[config.mk]
export PLATFORM = sky130hd
export DESIGN_NAME = rn_move_resolver
export DESIGN_NICKNAME = d
export VERILOG_FILES = /design/src/rtl/rn_pkg.sv /design/src/rtl/rn_move_detect.sv /design/src/rtl/rn_raw_bypass.sv /design/src/rtl/rn_enable_csr.sv /design/src/rtl/rn_move_resolver.sv
export SDC_FILE = /design/constraint.sdc
export NUM_CORES = 1
export LEC_CHECK = 0
export BUFFER_PORTS_ARGS = -buffer_cell sky130_fd_sc_hd__buf_4
export CAP_MARGIN = 20
export CORE_AREA = 3 3 228 230
export DETAILED_ROUTE_END_ITERATION = 8
export DIE_AREA = 0 0 231 233
export MAX_ROUTING_LAYER = met4
export SYNTH_ARGS = -nofsm -noshare
export SYNTH_HDL_FRONTEND = slang
export SYNTH_SLANG_ARGS = --single-unit
export TNS_END_PERCENT = 30
[constraint.sdc]
create_clock -name clk -period 2.1 [get_ports clk]
set_input_delay 0 -clock clk [delete_from_list [all_inputs] [get_ports clk]]
set_output_delay 0 -clock clk [all_outputs]
set_load 0.1 [all_outputs]
[src/rtl/rn_pkg.sv]
package rn_pkg;
  typedef enum logic [1:0] {
    RC_NONE = 2'd0,
    RC_INT  = 2'd1,
    RC_FP   = 2'd2
  } rclass_e;

  localparam logic [6:0]  OPC_OP_IMM = 7'b0010011;
  localparam logic [2:0]  F3_ADDI    = 3'b000;
  localparam logic [11:0] IMM_ZERO   = 12'h000;
endpackage

[src/rtl/rn_move_detect.sv]
module rn_move_detect
  import rn_pkg::*;
(
  input  logic [31:0] instr,
  output logic        is_move
);
  // register fields are don't-care for recognition
  logic unused_fields;
  assign unused_fields = ^{instr[19:15], instr[11:7]};

  assign is_move = (instr[31:20] == IMM_ZERO) &&
                   (instr[14:12] == F3_ADDI)  &&
                   (instr[6:0]   == OPC_OP_IMM);
endmodule

[src/rtl/rn_raw_bypass.sv]
module rn_raw_bypass
  import rn_pkg::*;
#(
  parameter int SLOTS  = 4,
  parameter int PREG_W = 7,
  parameter int LREG_W = 5
) (
  input  logic [SLOTS-1:0]             prod_valid,
  input  logic [SLOTS-1:0][1:0]        prod_cls,
  input  logic [SLOTS-1:0][LREG_W-1:0] prod_ldest,
  input  logic [SLOTS-1:0][PREG_W-1:0] prod_pdest,
  input  logic [SLOTS-1:0][1:0]        q_cls,
  input  logic [SLOTS-1:0][LREG_W-1:0] q_idx,
  input  logic [SLOTS-1:0][PREG_W-1:0] q_table,
  output logic [SLOTS-1:0][PREG_W-1:0] q_res
);
  // last slot never produces for a later slot; slot 0 never queries
  logic unused_edges;
  assign unused_edges = ^{prod_valid[SLOTS-1], prod_cls[SLOTS-1],
                          prod_ldest[SLOTS-1], prod_pdest[SLOTS-1],
                          q_cls[0], q_idx[0]};

  // scan producers oldest to youngest so the latest match wins
  always_comb begin
    q_res = q_table;
    for (int i = 1; i < SLOTS; i++) begin
      for (int j = 0; j < i; j++) begin
        if (prod_valid[j] && (prod_cls[j] != RC_NONE) &&
            (prod_cls[j] == q_cls[i]) && (prod_ldest[j] == q_idx[i]))
          q_res[i] = prod_pdest[j];
      end
    end
  end
endmodule

[src/rtl/rn_enable_csr.sv]
module rn_enable_csr #(
  parameter int          XLEN     = 64,
  parameter int          ADDR_W   = 12,
  parameter logic [11:0] CTL_ADDR = 12'h5C4
) (
  input  logic              clk,
  input  logic              rst,
  input  logic              wr_en,
  input  logic [ADDR_W-1:0] wr_addr,
  input  logic [XLEN-1:0]   wr_data,
  output logic              enable
);
  logic ctl_q;
  logic en_q;
  logic hit;

  logic unused_hi;
  assign unused_hi = ^wr_data[XLEN-1:1];

  assign hit = wr_en && (wr_addr == ADDR_W'(CTL_ADDR));

  always_ff @(posedge clk) begin
    if (rst) begin
      ctl_q <= 1'b1;
      en_q  <= 1'b1;
    end else begin
      if (hit) ctl_q <= wr_data[0];
      en_q <= ctl_q;
    end
  end

  assign enable = en_q;

  a_r9_write_lands: assert property (@(posedge clk) disable iff (rst)
    (wr_en && wr_addr == ADDR_W'(CTL_ADDR)) |=> (ctl_q == $past(wr_data[0])));

  a_r9_other_addr_kept: assert property (@(posedge clk) disable iff (rst)
    !(wr_en && wr_addr == ADDR_W'(CTL_ADDR)) |=> $stable(ctl_q));
endmodule

[src/rtl/rn_move_resolver.sv]
module rn_move_resolver
  import rn_pkg::*;
#(
  parameter int          RENAME_W = 4,
  parameter int          PREG_W   = 7,
  parameter int          LREG_W   = 5,
  parameter int          XLEN     = 64,
  parameter int          ADDR_W   = 12,
  parameter logic [11:0] CTL_ADDR = 12'h5C4
) (
  input  logic                                clk,
  input  logic                                rst,
  input  logic                                csr_we,
  input  logic [ADDR_W-1:0]                   csr_addr,
  input  logic [XLEN-1:0]                     csr_wdata,
  input  logic [RENAME_W-1:0]                 in_valid,
  input  logic [RENAME_W-1:0][31:0]           in_instr,
  input  logic [RENAME_W-1:0][LREG_W-1:0]     in_lsrc1,
  input  logic [RENAME_W-1:0][LREG_W-1:0]     in_lsrc2,
  input  logic [RENAME_W-1:0][LREG_W-1:0]     in_lsrc3,
  input  logic [RENAME_W-1:0][1:0]            in_src1_cls,
  input  logic [RENAME_W-1:0][1:0]            in_src2_cls,
  input  logic [RENAME_W-1:0][1:0]            in_src3_cls,
  input  logic [RENAME_W-1:0][LREG_W-1:0]     in_ldest,
  input  logic [RENAME_W-1:0][1:0]            in_dest_cls,
  input  logic [RENAME_W-1:0][PREG_W-1:0]     in_tab_psrc1,
  input  logic [RENAME_W-1:0][PREG_W-1:0]     in_tab_psrc2,
  input  logic [RENAME_W-1:0][PREG_W-1:0]     in_tab_psrc3,
  input  logic [RENAME_W-1:0][PREG_W-1:0]     in_tab_old_pdest,
  input  logic [RENAME_W-1:0][PREG_W-1:0]     in_pdest,
  output logic [RENAME_W-1:0]                 out_valid,
  output logic [RENAME_W-1:0][PREG_W-1:0]     out_psrc1,
  output logic [RENAME_W-1:0][PREG_W-1:0]     out_psrc2,
  output logic [RENAME_W-1:0][PREG_W-1:0]     out_psrc3,
  output logic [RENAME_W-1:0][PREG_W-1:0]     out_old_pdest,
  output logic [RENAME_W-1:0]                 out_src1_elim,
  output logic [RENAME_W-1:0]                 out_src2_elim
);
  localparam int PRODS = RENAME_W - 1;

  logic en_q;

  rn_enable_csr #(
    .XLEN(XLEN), .ADDR_W(ADDR_W), .CTL_ADDR(CTL_ADDR)
  ) u_csr (
    .clk(clk), .rst(rst), .wr_en(csr_we), .wr_addr(csr_addr),
    .wr_data(csr_wdata), .enable(en_q)
  );

  // copy detection only for slots that can precede another slot
  logic [PRODS-1:0] prod_move;
  logic unused_last;
  assign unused_last = ^in_instr[RENAME_W-1];

  for (genvar p = 0; p < PRODS; p++) begin : g_det
    rn_move_detect u_det (.instr(in_instr[p]), .is_move(prod_move[p]));
  end

  // intra-group dependency resolution, one chain per operand
  logic [RENAME_W-1:0][PREG_W-1:0] byp1, byp2, byp3, bypo;

  rn_raw_bypass #(.SLOTS(RENAME_W), .PREG_W(PREG_W), .LREG_W(LREG_W)) u_byp1 (
    .prod_valid(in_valid), .prod_cls(in_dest_cls), .prod_ldest(in_ldest),
    .prod_pdest(in_pdest), .q_cls(in_src1_cls), .q_idx(in_lsrc1),
    .q_table(in_tab_psrc1), .q_res(byp1));

  rn_raw_bypass #(.SLOTS(RENAME_W), .PREG_W(PREG_W), .LREG_W(LREG_W)) u_byp2 (
    .prod_valid(in_valid), .prod_cls(in_dest_cls), .prod_ldest(in_ldest),
    .prod_pdest(in_pdest), .q_cls(in_src2_cls), .q_idx(in_lsrc2),
    .q_table(in_tab_psrc2), .q_res(byp2));

  rn_raw_bypass #(.SLOTS(RENAME_W), .PREG_W(PREG_W), .LREG_W(LREG_W)) u_byp3 (
    .prod_valid(in_valid), .prod_cls(in_dest_cls), .prod_ldest(in_ldest),
    .prod_pdest(in_pdest), .q_cls(in_src3_cls), .q_idx(in_lsrc3),
    .q_table(in_tab_psrc3), .q_res(byp3));

  rn_raw_bypass #(.SLOTS(RENAME_W), .PREG_W(PREG_W), .LREG_W(LREG_W)) u_bypo (
    .prod_valid(in_valid), .prod_cls(in_dest_cls), .prod_ldest(in_ldest),
    .prod_pdest(in_pdest), .q_cls(in_dest_cls), .q_idx(in_ldest),
    .q_table(in_tab_old_pdest), .q_res(bypo));

  // producer side of elimination: valid pair, copy, nonzero target, enabled
  logic [RENAME_W-1:0] pair_ok;
  assign pair_ok[0] = 1'b0;
  for (genvar s = 1; s < RENAME_W; s++) begin : g_pair
    assign pair_ok[s] = in_valid[s] && in_valid[s-1] && prod_move[s-1] &&
                        (in_ldest[s-1] != '0) && en_q;
  end

  // elimination walks slots in order so chains of copies collapse
  logic [RENAME_W-1:0][PREG_W-1:0] res1, res2;
  logic [RENAME_W-1:0]             el1, el2;

  always_comb begin
    res1 = byp1;
    res2 = byp2;
    el1  = '0;
    el2  = '0;
    for (int i = 1; i < RENAME_W; i++) begin
      el1[i] = pair_ok[i] && (in_src1_cls[i] == RC_INT) &&
               (in_lsrc1[i] == in_ldest[i-1]);
      el2[i] = pair_ok[i] && (in_src2_cls[i] == RC_INT) &&
               (in_lsrc2[i] == in_ldest[i-1]);
      if (el1[i]) res1[i] = res1[i-1];
      if (el2[i]) res2[i] = res1[i-1];
    end
  end

  always_ff @(posedge clk) begin
    if (rst) begin
      out_valid     <= '0;
      out_psrc1     <= '0;
      out_psrc2     <= '0;
      out_psrc3     <= '0;
      out_old_pdest <= '0;
      out_src1_elim <= '0;
      out_src2_elim <= '0;
    end else begin
      out_valid     <= in_valid;
      out_psrc1     <= res1;
      out_psrc2     <= res2;
      out_psrc3     <= byp3;
      out_old_pdest <= bypo;
      out_src1_elim <= el1;
      out_src2_elim <= el2;
    end
  end

  a_r11_valid_passes: assert property (@(posedge clk) disable iff (rst)
    !$past(rst) |-> (out_valid == $past(in_valid)));

  for (genvar s = 1; s < RENAME_W; s++) begin : g_chk
    a_r5_src1_takes_prev: assert property (@(posedge clk) disable iff (rst)
      out_src1_elim[s] |-> (out_psrc1[s] == out_psrc1[s-1]));

    a_r5_src2_takes_prev: assert property (@(posedge clk) disable iff (rst)
      out_src2_elim[s] |-> (out_psrc2[s] == out_psrc1[s-1]));

    a_r4_elim_needs_valid: assert property (@(posedge clk) disable iff (rst)
      (out_src1_elim[s] || out_src2_elim[s]) |-> (out_valid[s] && out_valid[s-1]));

    a_r9_elim_needs_enable: assert property (@(posedge clk) disable iff (rst)
      (out_src1_elim[s] || out_src2_elim[s]) |-> $past(en_q));
  end
endmodule

# == Word level (Yosys, flattened, before mapping) ==
# Cells that the tools add are included.
# op_classes
n_mux,30
eq_ne,64
n_reduce_logical,94
# ops
cell,n
7-bit 2-to-1 mux,30
5-bit equality test,30
1-bit logical AND,82
2-bit equality test,24
12-bit logical NOT,3
"7-bit by 5-bit equality test with 1-bit output, second input constant",3
5-bit nonzero test,3
"12-bit by 11-bit equality test with 1-bit output, second input constant",1
"2-bit by 1-bit equality test with 1-bit output, second input constant",6
3-bit logical NOT,3
2-bit nonzero test,3
# word_totals
register_bits,126
output_inout_bits,124
inputBits,463
elab_cells,211

# == Logic depth before layout (Yosys ltp) ==
# logic_depth
word_depth,11
depth_mapped,9

# == Hierarchy ==
# A second synthesis with hierarchy kept.
# hier_totals
hier_cells,946
area_unflattened_um2,8936.1
# by_module_without_submodules
mod,cells_each,area_each_um2,instances
rn_raw_bypass,134,1088.5,4
rn_move_resolver,378,4294.1,1
rn_move_detect,7,61.3,3
rn_enable_csr,11,103.8,1

# == Worst setup path after synthesis ==
# No wires, ideal clock.
# synth_path
path_kind,register -> register
start,register u_csr.en_q (netlist: u_csr.enable)
end,register out_psrc2[25] (netlist name)
stages_incl_launch_ff,8
slack_ps,209
n_path_buf,1
arrival_ps,1805
path_cell_list,dfxtp_1 nor4bb_1 nand3_1 a211oi_2 and2_1 buf_4 o211ai_1 a211oi_1
# synth_via
elab_chain_len,6
word_cells_on_any_way,12
# synth_rtl
item,line,source
from (decl),rn_enable_csr.sv:14,logic en_q;
from (signal assigned),rn_enable_csr.sv:28,en_q <= ctl_q;
1-bit logical AND,rn_move_resolver.sv:87,(in_ldest[s-1] != '0) && en_q;
1-bit logical AND (2 in series),rn_move_resolver.sv:100,el1[i] = pair_ok[i] && (in_src1_cls[i] == RC_INT) &&
7-bit 2-to-1 mux (2 in series),rn_move_resolver.sv:104,if (el1[i]) res1[i] = res1[i-1];
7-bit 2-to-1 mux *,rn_move_resolver.sv:105,if (el2[i]) res2[i] = res1[i-1];
to (signal assigned),rn_move_resolver.sv:121,out_psrc2 <= res2;
to (decl),rn_move_resolver.sv:33,"output logic [RENAME_W-1:0][PREG_W-1:0] out_psrc2,"
# Every way passes the cells marked *; elsewhere a longest branch is shown, timed or not.
# A chain may end at the register's enable or synchronous reset.

# == Final worst setup path ==
# layout_path
start,input in_valid[0]
end,register out_psrc3[18] (netlist name)
# layout_via
elab_chain_len,5
# layout_rtl
item,line,source
from (decl),rn_move_resolver.sv:16,"input logic [RENAME_W-1:0] in_valid,"
1-bit logical AND (2 in series),rn_raw_bypass.sv:28,if (prod_valid[j] && (prod_cls[j] != RC_NONE) &&
1-bit logical AND,rn_raw_bypass.sv:29,(prod_cls[j] == q_cls[i]) && (prod_ldest[j] == q_idx[i]))
7-bit 2-to-1 mux (2 in series),rn_raw_bypass.sv:28,
to (signal assigned),rn_move_resolver.sv:122,out_psrc3 <= byp3;
to (decl),rn_move_resolver.sv:34,"output logic [RENAME_W-1:0][PREG_W-1:0] out_psrc3,"
# No other way between the ends.

==> impl_metrics.json <==
{
  "cts.sinks": 124,
  "synth_most_common_cell": "dfxtp_1",
  "finalNetCount": 1972,
  "ys.flop_type": "dfxtp_1",
  "fillCellCount": 5396,
  "synth_cell_type_count": 58,
  "overflow": 0,
  "dieHeight_um": 233,
  "synth_edf_count": 0,
  "cts-buffers-inserted": 17,
  "fin_cells": 2200,
  "synthArstFlopShare_pct": 0,
  "power-per-cell-area_nw_per_um2": 593,
  "arrival_ps": 2350,
  "hpwlAfterDp_mm": 39.3,
  "core_area_um2": 50100,
  "irDropWorstVdd_v": 0.000534,
  "vias": 9683,
  "grt_util_met2_pct": 29.5,
  "grt_max_degree": 59,
  "clk_pin_slew_ps": 60,
  "drv_cap": 0,
  "whs_endpoint": "out_old_pdest[9]",
  "finalCritPeriodShare_pct": 96.9,
  "end_kind": "flip-flop",
  "setup_violations": 0,
  "placed_area_um2": 12500,
  "relSlewSlack_pct": 52.6,
  "synth_area_leader_cell": "dfxtp_1",
  "grt_pass1_wl_mm": 67.3,
  "syn_inst": 969,
  "hold_depth": 3,
  "cts_tree": "done",
  "dieArea_um2": 53800,
  "busiest_layer": "met2",
  "ys_ff_latch": 124,
  "drtAntennaViolNets": 0,
  "min_period_ps": 2030,
  "worst_pin_slew_ps": 709,
  "drive_gt1_share_pct": 37.7,
  "crit_type": "in -> reg",
  "synth_top_area_share_pct": 30.4,
  "netlist_area_um2": 8170,
  "routedWlPerCell_um": 22.4,
  "startpoint_type": "input port",
  "timing.reg2reg.worst_path_depth": 8,
  "grtUsageMet3_pct": 4.30,
  "clk_latency_ps": 430,
  "drc": 0,
  "synth_area_leaders": "dfxtp_1 (30%), xor2_1 (11%), mux2i_1 (7.0%), xnor2_1 (6.0%), nor2_1 (3.0%)",
  "portBuffers": 431,
  "final.setup_skew_ps": 6.95,
  "antenna_found_initial": 10,
  "r2r_slack_ps": 170,
  "synthTopCellsByCount": "dfxtp_1 (124), xor2_1 (102), nor2_1 (66), mux2i_1 (57), xnor2_1 (56)",
  "hold_viol_final": 0,
  "clock_tree.buffer_depth": 2,
  "reg2reg_to": "out_psrc1[13]",
  "required_ps": 2420,
  "syn_avg_cell_area_um2": 8.43,
  "cts-root-buf": "clkbuf_16",
  "crit-reg2reg-launch": "u_csr.enable",
  "vias_per_cell": 4.40,
  "grt_pass1_vias": 9988,
  "grtUsageTotal_pct": 18.0,
  "hp-start": "in_pdest[2]",
  "rows": 82,
  "die_x_um": 231,
  "timing.fmax_mhz": 491,
  "start_util_pct": 16.3,
  "h-tree-depth": 4,
  "worstPathMaxFanout": 7,
  "ys_seq_area_share_pct": 30.4,
  "grtUsageMet1_pct": 21.8,
  "stdcell_area_um2": 14100,
  "cellLeakagePower_nw": 6.26,
  "holdWs_ps": 15.4,
  "drt_iter0_markers": 537,
  "area_delta_synth_final_pct": 73.1,
  "wl_mm": 49.3,
  "min_path_type": "in -> reg",
  "status": "completed",
  "io_pins": 587,
  "ys_warn_count": 0,
  "drtPass1Iterations": 5,
  "gp_congestion": 0.870,
  "dp.cells": 2066,
  "drv_slew": 0
}
sequential cells by signal, summed over array words and instances, names as in the netlist:
| register | count |
|---|---|
| out_psrc2 | 28 |
| u_csr.ctl_q | 1 |
| out_src2_elim | 3 |
| u_csr.enable | 1 |
| out_src1_elim | 3 |
| out_old_pdest | 28 |
| out_valid | 4 |
| out_psrc3 | 28 |
| out_psrc1 | 28 |
stage by stage:
| stage | util (%) | power (mW) | setup TNS, ps | worst slack [ps] |
|---|---|---|---|---|
| 2_1_floorplan | - | 4.13 | 0 | 209 |
| 3_3_place_gp | 24.9 | 5.19 | -4270 | -318 |
| 3_5_place_dp | 24.9 | 5.22 | -4510 | -288 |
| 4_1_cts | 28.1 | 8.47 | 0 | 1.33 |
| 5_1_grt | 28.2 | 8.71 | -48.3 | -32.1 |
| 6_report | 28.2 | 8.39 | 0 | 65.3 |
cells in the final DEF (no fill, tap or decap), types with 9 or more instances in the layout:
cell type | synthesis | routed
nand3b_1 | 20 | 20
nor4_1 | 26 | 26
dlygate4sd3_1 | 0 | 94
nand2_1 | 35 | 35
a211oi_1 | 28 | 26
a21o_1 | 14 | 14
a31oi_1 | 16 | 15
clkbuf_16 | 0 | 17
nor2_1 | 66 | 66
nor3_1 | 22 | 20
a21oi_1 | 33 | 33
o21ai_0 | 34 | 34
nand3_1 | 49 | 48
o21a_1 | 9 | 9
o211ai_1 | 18 | 18
xnor2_1 | 56 | 56
mux2i_1 | 57 | 57
nand4_1 | 18 | 18
dfxtp_1 | 124 | 124
nor2b_1 | 37 | 37
inv_1 | 14 | 14
buf_4 | 14 | 496
xor2_1 | 102 | 102
routing by layer:
metal  share of wire (%)  wire (um)  up-vias
met1                  42      20700     4541
met2                  48      23500      505
met3                 8.0       3950       71
met4                 2.4       1180        0
li1                    -          -     4566
met5                   0          0        -
what timing repair did:
item	in CTS	in global routing
endpoints found under the setup margin	16	40
setup buffers	0	1
endpoints found under the hold margin	83	1
hold buffers	95	1
resized for setup	3	15
pin swaps	0	8
kinds of logic (layout without fill, tap and decap cells):
kind of cell	Yosys count	count (layout)	share of synthesized area, %
flops	124	124	30.4
simple gates	336	336	23.4
buf+inv	95	646	5.47
compound gates	191	191	15.8
other cells	1	9	0.0459
mux	64	64	7.95
xor+xnor	158	158	16.9
layout make-up:
cell class	instances	area, um2	area share [%]
Inverter	14	52.6	0.372
Clock buffer	18	439	3.11
Sequential cell	124	2480	17.6
Multi-Input combinational cell	751	5300	37.5
Antenna cell	7	17.5	0.124
Timing Repair Buffer	601	4840	34.2
Tap cell	672	841	5.94
Clock inverter	13	166	1.18
worst max-delay path, stage by stage:
cell           delay [ps]
dlygate4sd3_1         540
buf_6                 150
o21ai_4                90
buf_4                 170
nor3_1                180
nand3_1               130
buf_6                 190
mux2i_1               190
a211oi_2               90
dlygate4sd3_1         590
worst max path at each step:
stage | start | endpoint | cells after the start
2_1_floorplan | u_csr.enable | out_psrc2[25] | 7
3_3_place_gp | in_instr[78] | out_psrc1[25] | 7
3_5_place_dp | in_instr[78] | out_psrc1[25] | 7
4_1_cts | u_csr.enable | out_psrc2[23] | 6
5_1_grt | in_valid[0] | out_psrc3[26] | 11
6_report | in_valid[0] | out_psrc3[18] | 10
where the power goes:
part | switching [mW] | internal [mW] | leakage [nW]
clock | 1.18 | 1.90 | 0.289
sequential | 0.0407 | 2.48 | 1.03
combinational | 1.77 | 1.02 | 4.94
Power figures use the tool's default switching activity.
